===== src/rtl/sb_pkg.sv =====
// Shared types for the scoreboard issue controller.
// Assumes: three states per function-unit slot are enough because each ALU
// completes in exactly one cycle.
package sb_pkg;
    typedef enum logic [1:0] {
        SLOT_IDLE = 2'd0,
        SLOT_WAIT = 2'd1,
        SLOT_EXEC = 2'd2
    } slot_state_e;
endpackage


===== src/rtl/sb_pick.sv =====
// Lowest-index-first one-hot picker.
// Assumes: req may be any pattern; grant is zero when req is zero.
module sb_pick #(
    parameter int N = 3
) (
    input  logic [N-1:0] req,
    output logic [N-1:0] grant
);
    // Walk from bit 0 upward and keep only the first request seen.
    always_comb begin
        logic found;
        found = 1'b0;
        grant = '0;
        for (int i = 0; i < N; i++) begin
            if (req[i] && !found) begin
                grant[i] = 1'b1;
                found    = 1'b1;
            end
        end
    end
endmodule


===== src/rtl/sb_pend.sv =====
// Per-register pending-write vector.
// Assumes: set and clear never target the same register in one cycle
// (issue is refused while the destination is pending).
module sb_pend #(
    parameter int NREG = 8,
    localparam int RW = $clog2(NREG)
) (
    input  logic            clk,
    input  logic            rst_n,
    input  logic            set_en,
    input  logic [RW-1:0]   set_reg,
    input  logic            clr_en,
    input  logic [RW-1:0]   clr_reg,
    output logic [NREG-1:0] pend_o
);
    // Mark a destination at issue, unmark it when its owner retires.
    always_ff @(posedge clk) begin
        if (!rst_n) begin
            pend_o <= '0;
        end else begin
            for (int r = 0; r < NREG; r++) begin
                if (set_en && set_reg == RW'(r)) begin
                    pend_o[r] <= 1'b1;
                end else if (clr_en && clr_reg == RW'(r)) begin
                    pend_o[r] <= 1'b0;
                end
            end
        end
    end
endmodule


===== src/rtl/sb_fu_slot.sv =====
// State of one function unit: idle, waiting for the read port, executed.
// Holds the instruction's registers and one hold flag per source that marks
// a value still to be produced by an older unit.
// Assumes: hold flags are computed by the parent at issue time.
module sb_fu_slot
    import sb_pkg::*;
#(
    parameter int RW = 3
) (
    input  logic          clk,
    input  logic          rst_n,
    input  logic          issue_i,
    input  logic [RW-1:0] dst_i,
    input  logic [RW-1:0] src_a_i,
    input  logic [RW-1:0] src_b_i,
    input  logic          hold_a_i,
    input  logic          hold_b_i,
    input  logic          rd_grant_i,
    input  logic          wr_grant_i,
    input  logic          wb_valid_i,
    input  logic [RW-1:0] wb_reg_i,
    output logic          busy_o,
    output logic          waiting_o,
    output logic          rd_req_o,
    output logic          rel_req_o,
    output logic [RW-1:0] dst_o,
    output logic [RW-1:0] src_a_o,
    output logic [RW-1:0] src_b_o,
    output logic          hold_a_o,
    output logic          hold_b_o
);
    slot_state_e state;
    logic        snoop_a;
    logic        snoop_b;

    // Writeback bus currently delivering each held source.
    always_comb begin
        snoop_a = wb_valid_i && (wb_reg_i == src_a_o);
        snoop_b = wb_valid_i && (wb_reg_i == src_b_o);
    end

    // Slot state and captured instruction fields.
    always_ff @(posedge clk) begin
        if (!rst_n) begin
            state    <= SLOT_IDLE;
            dst_o    <= '0;
            src_a_o  <= '0;
            src_b_o  <= '0;
            hold_a_o <= 1'b0;
            hold_b_o <= 1'b0;
        end else begin
            case (state)
                SLOT_IDLE: begin
                    if (issue_i) begin
                        state    <= SLOT_WAIT;
                        dst_o    <= dst_i;
                        src_a_o  <= src_a_i;
                        src_b_o  <= src_b_i;
                        hold_a_o <= hold_a_i;
                        hold_b_o <= hold_b_i;
                    end
                end
                SLOT_WAIT: begin
                    if (snoop_a) hold_a_o <= 1'b0;
                    if (snoop_b) hold_b_o <= 1'b0;
                    if (rd_grant_i) state <= SLOT_EXEC;
                end
                SLOT_EXEC: begin
                    if (wr_grant_i) state <= SLOT_IDLE;
                end
                default: state <= SLOT_IDLE;
            endcase
        end
    end

    // Status and request outputs decoded from state.
    always_comb begin
        busy_o    = (state != SLOT_IDLE);
        waiting_o = (state == SLOT_WAIT);
        rel_req_o = (state == SLOT_EXEC);
        rd_req_o  = waiting_o && (!hold_a_o || snoop_a) && (!hold_b_o || snoop_b);
    end
endmodule


===== src/rtl/sb_issue_ctrl.sv =====
// Scoreboard issue controller for NFU single-cycle function units sharing a
// register file with one read port and one write port.
// Assumes: fu_result of a unit is valid while its rel_req is high.
module sb_issue_ctrl #(
    parameter int NFU  = 3,
    parameter int NREG = 8,
    parameter int DW   = 16,
    localparam int RW  = $clog2(NREG)
) (
    input  logic              clk,
    input  logic              rst_n,
    input  logic              iss_valid,
    input  logic [RW-1:0]     iss_dst,
    input  logic [RW-1:0]     iss_src_a,
    input  logic [RW-1:0]     iss_src_b,
    input  logic [NFU*DW-1:0] fu_result,
    output logic              iss_accept,
    output logic [NFU-1:0]    iss_unit,
    output logic [NFU-1:0]    fu_busy,
    output logic [NFU-1:0]    rd_grant,
    output logic [RW-1:0]     rd_src_a,
    output logic [RW-1:0]     rd_src_b,
    output logic [NFU-1:0]    rel_req,
    output logic [NFU-1:0]    wr_grant,
    output logic              wb_valid,
    output logic [RW-1:0]     wb_reg,
    output logic [DW-1:0]     wb_data
);
    logic [NREG-1:0] pend_vec;
    logic [NFU-1:0]  waiting;
    logic [NFU-1:0]  rd_req;
    logic [NFU-1:0]  wr_req;
    logic [NFU-1:0]  idle_pick;
    logic [RW-1:0]   slot_dst   [NFU];
    logic [RW-1:0]   slot_src_a [NFU];
    logic [RW-1:0]   slot_src_b [NFU];
    logic [NFU-1:0]  slot_hold_a;
    logic [NFU-1:0]  slot_hold_b;
    logic            new_hold_a;
    logic            new_hold_b;

    // Issue decision: an idle unit exists and the destination is free.
    always_comb begin
        iss_accept = iss_valid && !(&fu_busy) && !pend_vec[iss_dst];
        iss_unit   = iss_accept ? idle_pick : '0;
        new_hold_a = pend_vec[iss_src_a] && !(wb_valid && wb_reg == iss_src_a);
        new_hold_b = pend_vec[iss_src_b] && !(wb_valid && wb_reg == iss_src_b);
    end

    sb_pick #(.N(NFU)) u_idle_pick (
        .req   (~fu_busy),
        .grant (idle_pick)
    );

    genvar gi;
    generate
        for (gi = 0; gi < NFU; gi++) begin : g_slot
            sb_fu_slot #(.RW(RW)) u_slot (
                .clk        (clk),
                .rst_n      (rst_n),
                .issue_i    (iss_unit[gi]),
                .dst_i      (iss_dst),
                .src_a_i    (iss_src_a),
                .src_b_i    (iss_src_b),
                .hold_a_i   (new_hold_a),
                .hold_b_i   (new_hold_b),
                .rd_grant_i (rd_grant[gi]),
                .wr_grant_i (wr_grant[gi]),
                .wb_valid_i (wb_valid),
                .wb_reg_i   (wb_reg),
                .busy_o     (fu_busy[gi]),
                .waiting_o  (waiting[gi]),
                .rd_req_o   (rd_req[gi]),
                .rel_req_o  (rel_req[gi]),
                .dst_o      (slot_dst[gi]),
                .src_a_o    (slot_src_a[gi]),
                .src_b_o    (slot_src_b[gi]),
                .hold_a_o   (slot_hold_a[gi]),
                .hold_b_o   (slot_hold_b[gi])
            );
        end
    endgenerate

    // Write requests, withheld while an older waiting reader needs the old value.
    always_comb begin
        for (int u = 0; u < NFU; u++) begin
            wr_req[u] = rel_req[u];
            for (int v = 0; v < NFU; v++) begin
                if (waiting[v] &&
                    ((slot_src_a[v] == slot_dst[u] && !slot_hold_a[v]) ||
                     (slot_src_b[v] == slot_dst[u] && !slot_hold_b[v]))) begin
                    wr_req[u] = 1'b0;
                end
            end
        end
    end

    sb_pick #(.N(NFU)) u_wr_pick (
        .req   (wr_req),
        .grant (wr_grant)
    );

    sb_pick #(.N(NFU)) u_rd_pick (
        .req   (rd_req),
        .grant (rd_grant)
    );

    // Drive the writeback bus and read-port addresses from the granted units.
    always_comb begin
        wb_valid = |wr_grant;
        wb_reg   = '0;
        wb_data  = '0;
        rd_src_a = '0;
        rd_src_b = '0;
        for (int u = 0; u < NFU; u++) begin
            if (wr_grant[u]) begin
                wb_reg  = slot_dst[u];
                wb_data = fu_result[u*DW +: DW];
            end
            if (rd_grant[u]) begin
                rd_src_a = slot_src_a[u];
                rd_src_b = slot_src_b[u];
            end
        end
    end

    sb_pend #(.NREG(NREG)) u_pend (
        .clk     (clk),
        .rst_n   (rst_n),
        .set_en  (iss_accept),
        .set_reg (iss_dst),
        .clr_en  (wb_valid),
        .clr_reg (wb_reg),
        .pend_o  (pend_vec)
    );
endmodule


===== config.mk =====
export PLATFORM = sky130hd
export DESIGN_NAME = sb_issue_ctrl
export DESIGN_NICKNAME = d
export VERILOG_FILES = /design/src/rtl/sb_pkg.sv /design/src/rtl/sb_pick.sv /design/src/rtl/sb_pend.sv /design/src/rtl/sb_fu_slot.sv /design/src/rtl/sb_issue_ctrl.sv
export SDC_FILE = /design/constraint.sdc
export NUM_CORES = 1
export LEC_CHECK = 0
export BUFFER_PORTS_ARGS = -buffer_cell sky130_fd_sc_hd__buf_2
export CORE_MARGIN = 5
export CORE_UTILIZATION = 25
export DETAILED_ROUTE_END_ITERATION = 10
export PLACE_DENSITY_LB_ADDON = 0.2
export RECOVER_POWER = 25
export SYNTH_ARGS = -nofsm -noshare
export SYNTH_HDL_FRONTEND = slang
export SYNTH_HIERARCHICAL = 1
export SYNTH_SLANG_ARGS = --single-unit

===== constraint.sdc =====
create_clock -name clk -period 5.85 [get_ports clk]
set_input_delay 0.8775 -clock clk [delete_from_list [all_inputs] [get_ports clk]]
set_output_delay 0.8775 -clock clk [all_outputs]
set_load 0.02 [all_outputs]

==> impl_results.md <==
- Post-Synth Adder-Cell Area: 0%
- Largest family of logic cells by synthesized area: simple AND/OR/NAND/NOR gates
- Most used standard cells in the synthesized netlist: nand2_1, xor2_1, dfxtp_1
- Worst-path fanout max: 13
- Grt total ovfl: 0
- Unrepaired setup endpoints after global routing: no
- Complex-gate fraction of the synthesized area: 21.69%
- Number of setup violations in the final report: 0
- CP required: 4.97 ns
- Most numerous cell in the Yosys netlist: nand2_1
- Leak Pwr: 2.169 nW
- Largest net degree at the start of global routing: 55
- Fraction of the mapped netlist area in simple logic gates: 28.68%
- Share of the clock period used by the worst path: 94.72%
- Weighted congestion reported at the end of routability-driven placement: 0.8645
- Hold path depth: 2
- Clock period minus final worst setup slack: 5.541 ns
- Peak supply drop: 0.0001157 V
- Placed instance area: 4828 um2
- Detailed-route via count: 4272
- Count of state elements after synthesis: 47
- Top cells by area in the synthesized netlist: dfxtp_1, xor2_1, nand2_1, a21boi_0, a22oi_1
- Die footprint: 18990 um2
- Worst-skew pair later-pin latency: 0.29 ns
- Fraction of post-synthesis cell area in the top cell type by area: 23.04%
- Clock network fraction of total power: 29.2%
- Number of H-tree branching levels: 2
- Result of the run: finished, final reports clean
- IO Port Bufs: 101
- 1st-iter DRT viols: 332
- Per-cell via count in the routed design: 5.178
- Type of element capturing the critical path: output pin
- Share of synthesized area spent on multiplexers: 3.952%
- Top FF cell, synth: dfxtp_1
- Power per standard cell area: 191.3 nW/um2
- Area added between synthesis and finish: 21.87%
- Post-layout net count: 670
- Routed wire length: 15660 um
- Critical setup path kind: register to output pin
- Headroom to the max-slew limit: 13.01%
- Placement Setup Slack: 0.2600 ns
- Slew of the pin with the lowest slew margin: 1.289 ns
- Inst Count DP: 817
- Worst r2r path cells: 16
- Synth warn: 6
- Switching portion of total power: 35.16%
- Proportion of layout cells with a drive suffix above 1: 23.48%
- XOR/XNOR share of the synthesized area: 17.16%
- Die outline width: 137.8 um
- Core area: 15940 um2
- Gate Count Post-Synth: 516
- Sequential cell area fraction in the yosys report: 23.04%
- Fin area: 4977 um2
- Wire length per cell after detailed routing: 18.99 um
- Height of the chip: 137.8 um
- Highest clock frequency the design can meet: 0.1805 GHz
- DP HPWL: 11650 um
- Number of iterations in the first detailed-routing pass: 5
- Worst-case clock buffer depth: 2
- Remaining number of nets flagged by the antenna check after routing: 0
- Total clock buffers created by CTS: 5
- Switching power total: 0.0003348 W
- Antenna violations before repair: 0
- Clock input transition at the sequential cells of the worst setup and hold paths: 0.07 ns
- Arrival @ worst endpoint: 4.66 ns
- Top Ports: 102
- Initial cell density of the core: 25.62%
- Number of max-cap violations: 0
- Pins over their slew limit: 0
- Number of hold violations in the final report: 0
- Total GRT Usage: 15.92%
- Nets in the synthesized netlist: 576
- Share of synthesized registers carrying an async set or reset: 0%
- ANT cells: 0
- DRC Markers: 0
- Synthesized area divided by synthesized cell count: 7.915 um2
- Final Worst Setup Slack: 0.3091 ns
- Number of enable flip-flop cells after synthesis: 0
- Total internal power: 0.0006173 W
- Clock tree from TritonCTS: yes
- Post-synthesis cell area: 4084 um2
- Row count: 46
- Worst-case clock skew: 0.007222 ns
- Non-filler cells, final: 825
- Tightest Hold Check Type: register to register
- Clock root buffer: clkbuf_16
- Count of distinct cell types in the synthesized netlist: 59
- Global-route wire length before repair: 23430 um
- CTS Sinks: 47
- Category of the worst setup path launch point: register
- Library cell with the largest summed area after synthesis: dfxtp_1
- Fraction of power consumed by sequential logic: 41.4%
- Final-layout setup total negative slack: 0 ns
- Vias in the first global route: 4070
- Power share of the combinational group: 29.4%
-- logic make-up (layout without fill, tap and decap cells) --
family                 count (synthesis)  after routing
XOR/XNOR                              80             80
multiplexers                           9              9
AO/OA/AOI/OAI                        128            128
flip-flops                            47             47
AND/OR/NAND/NOR                      208            208
buffers and inverters                 44            137
-- flip-flops by register name, summed over array words and instances (netlist names) --
register and count:
g_slot.u_slot/src_a_o 9, u_pend/pend_o 8, g_slot.u_slot/dst_o 9, g_slot.u_slot/state 6, g_slot.u_slot/src_b_o 9, g_slot.u_slot/hold_a_o 3
g_slot.u_slot/hold_b_o 3
-- path summary, 6_finish.rpt --
check / startpoint / endpoint / slack (ns)
setup / recovery: g_slot[1].u_slot/dst_o[2]$_SDFFE_PN0P_ / rd_src_b[1] / 0.31
hold / removal: u_pend/pend_o[5]$_SDFFE_PN0P_ / u_pend/pend_o[5]$_SDFFE_PN0P_ / 0.49
hold reg to reg: u_pend/pend_o[5]$_SDFFE_PN0P_ / u_pend/pend_o[5]$_SDFFE_PN0P_ / 0.49
setup reg to reg: g_slot[1].u_slot/dst_o[2]$_SDFFE_PN0P_ / g_slot[2].u_slot/state[0]$_SDFFE_PN0P_ / 1.55
-- layer usage --
| metal | wire (um) | track usage, % | share of wire, % | up-vias |
|---|---|---|---|---|
| met3 | 843 | 2.484 | 5.4 | 20 |
| met4 | 218 | 3.128 | 1.4 | 0 |
| li1 | - | - | - | 2048 |
| met5 | 0 | 0 | 0 | - |
| met2 | 7867 | 27.39 | 50 | 117 |
| met1 | 6735 | 21.13 | 43 | 2087 |
-- layout by cell type (no fill, tap or decap), types with 4 or more instances in the layout --
| master | netlist | routed |
|---|---|---|
| and4_1 | 4 | 4 |
| a22oi_1 | 27 | 27 |
| inv_1 | 9 | 9 |
| o21ai_0 | 34 | 32 |
| o22ai_1 | 9 | 9 |
| xor2_1 | 57 | 57 |
| nand4_1 | 8 | 8 |
| and3_1 | 6 | 6 |
| buf_4 | 4 | 21 |
| and3b_1 | 4 | 4 |
| clkbuf_1 | 15 | 7 |
| nand2_1 | 100 | 100 |
| nor3b_2 | 6 | 5 |
| nor2b_1 | 13 | 12 |
| clkbuf_16 | 0 | 5 |
| a21boi_0 | 31 | 31 |
| a21oi_1 | 4 | 4 |
| buf_2 | 11 | 95 |
| nand2b_1 | 12 | 12 |
| nor4_1 | 18 | 18 |
| dfxtp_1 | 47 | 43 |
| dfxtp_2 | 0 | 4 |
| xnor2_1 | 23 | 23 |
| and2_1 | 4 | 4 |
-- area by class of cell --
class	count	area [um2]
multi-input cells	425	2943
clock buffers	6	128.9
inverters	9	33.78
well taps	216	270.3
fillers	1759	10970
flip-flops and latches	47	945.9
repair buffers	122	655.6
-- power groups by stage --
stage | sequential [W] | combinational [W] | clock (W)
3_3_place_gp | 0.000401 | 0.000277 | 0
6_report | 0.000395 | 0.000280 | 0.000278
2_1_floorplan | 0.000372 | 0.000202 | 0
4_1_cts | 0.000394 | 0.000281 | 0.000283
5_1_grt | 0.000399 | 0.000305 | 0.000290
3_5_place_dp | 0.000402 | 0.000280 | 0
-- worst max-delay path: stages, from the launching register on --
cell     delay, ns
dfxtp_1       0.58
xor2_1        0.19
nor4_1        0.07
o21ai_0       0.22
and4_1        0.29
nor2b_2       0.47
and3b_1       0.26
o31ai_1       0.34
inv_1         0.29
xnor2_1       0.20
nand4_1       0.14
a22oi_1       0.28
nor2b_1       0.07
buf_4         0.18
nor2b_1       0.32
a22oi_1       0.12
o21ai_0       0.16
buf_2         0.18
-- what timing repair did --
| item | 4_1_cts | 5_1_grt |
|---|---|---|
| pin swaps | 1 | 0 |
| hold buffers | 0 | 0 |
| setup buffers | 2 | 0 |
| resized for setup | 0 | 5 |
| endpoints found under the setup margin | 5 | 6 |
-- stage by stage --
| stage | utilization (%) | hold slack, ns | power [W] |
|---|---|---|---|
| 6_report | 31.22 | 0.4915 | 0.0009521 |
| 5_1_grt | 31.22 | 0.5289 | 0.0009943 |
| 3_5_place_dp | 30.29 | 0.4888 | 0.0006815 |
| 2_1_floorplan | - | 0.4401 | 0.0005735 |
| 4_1_cts | 31.19 | 0.4976 | 0.0009586 |
| 3_3_place_gp | 30.29 | 0.4685 | 0.0006780 |
(Power assumes the default switching activity.)
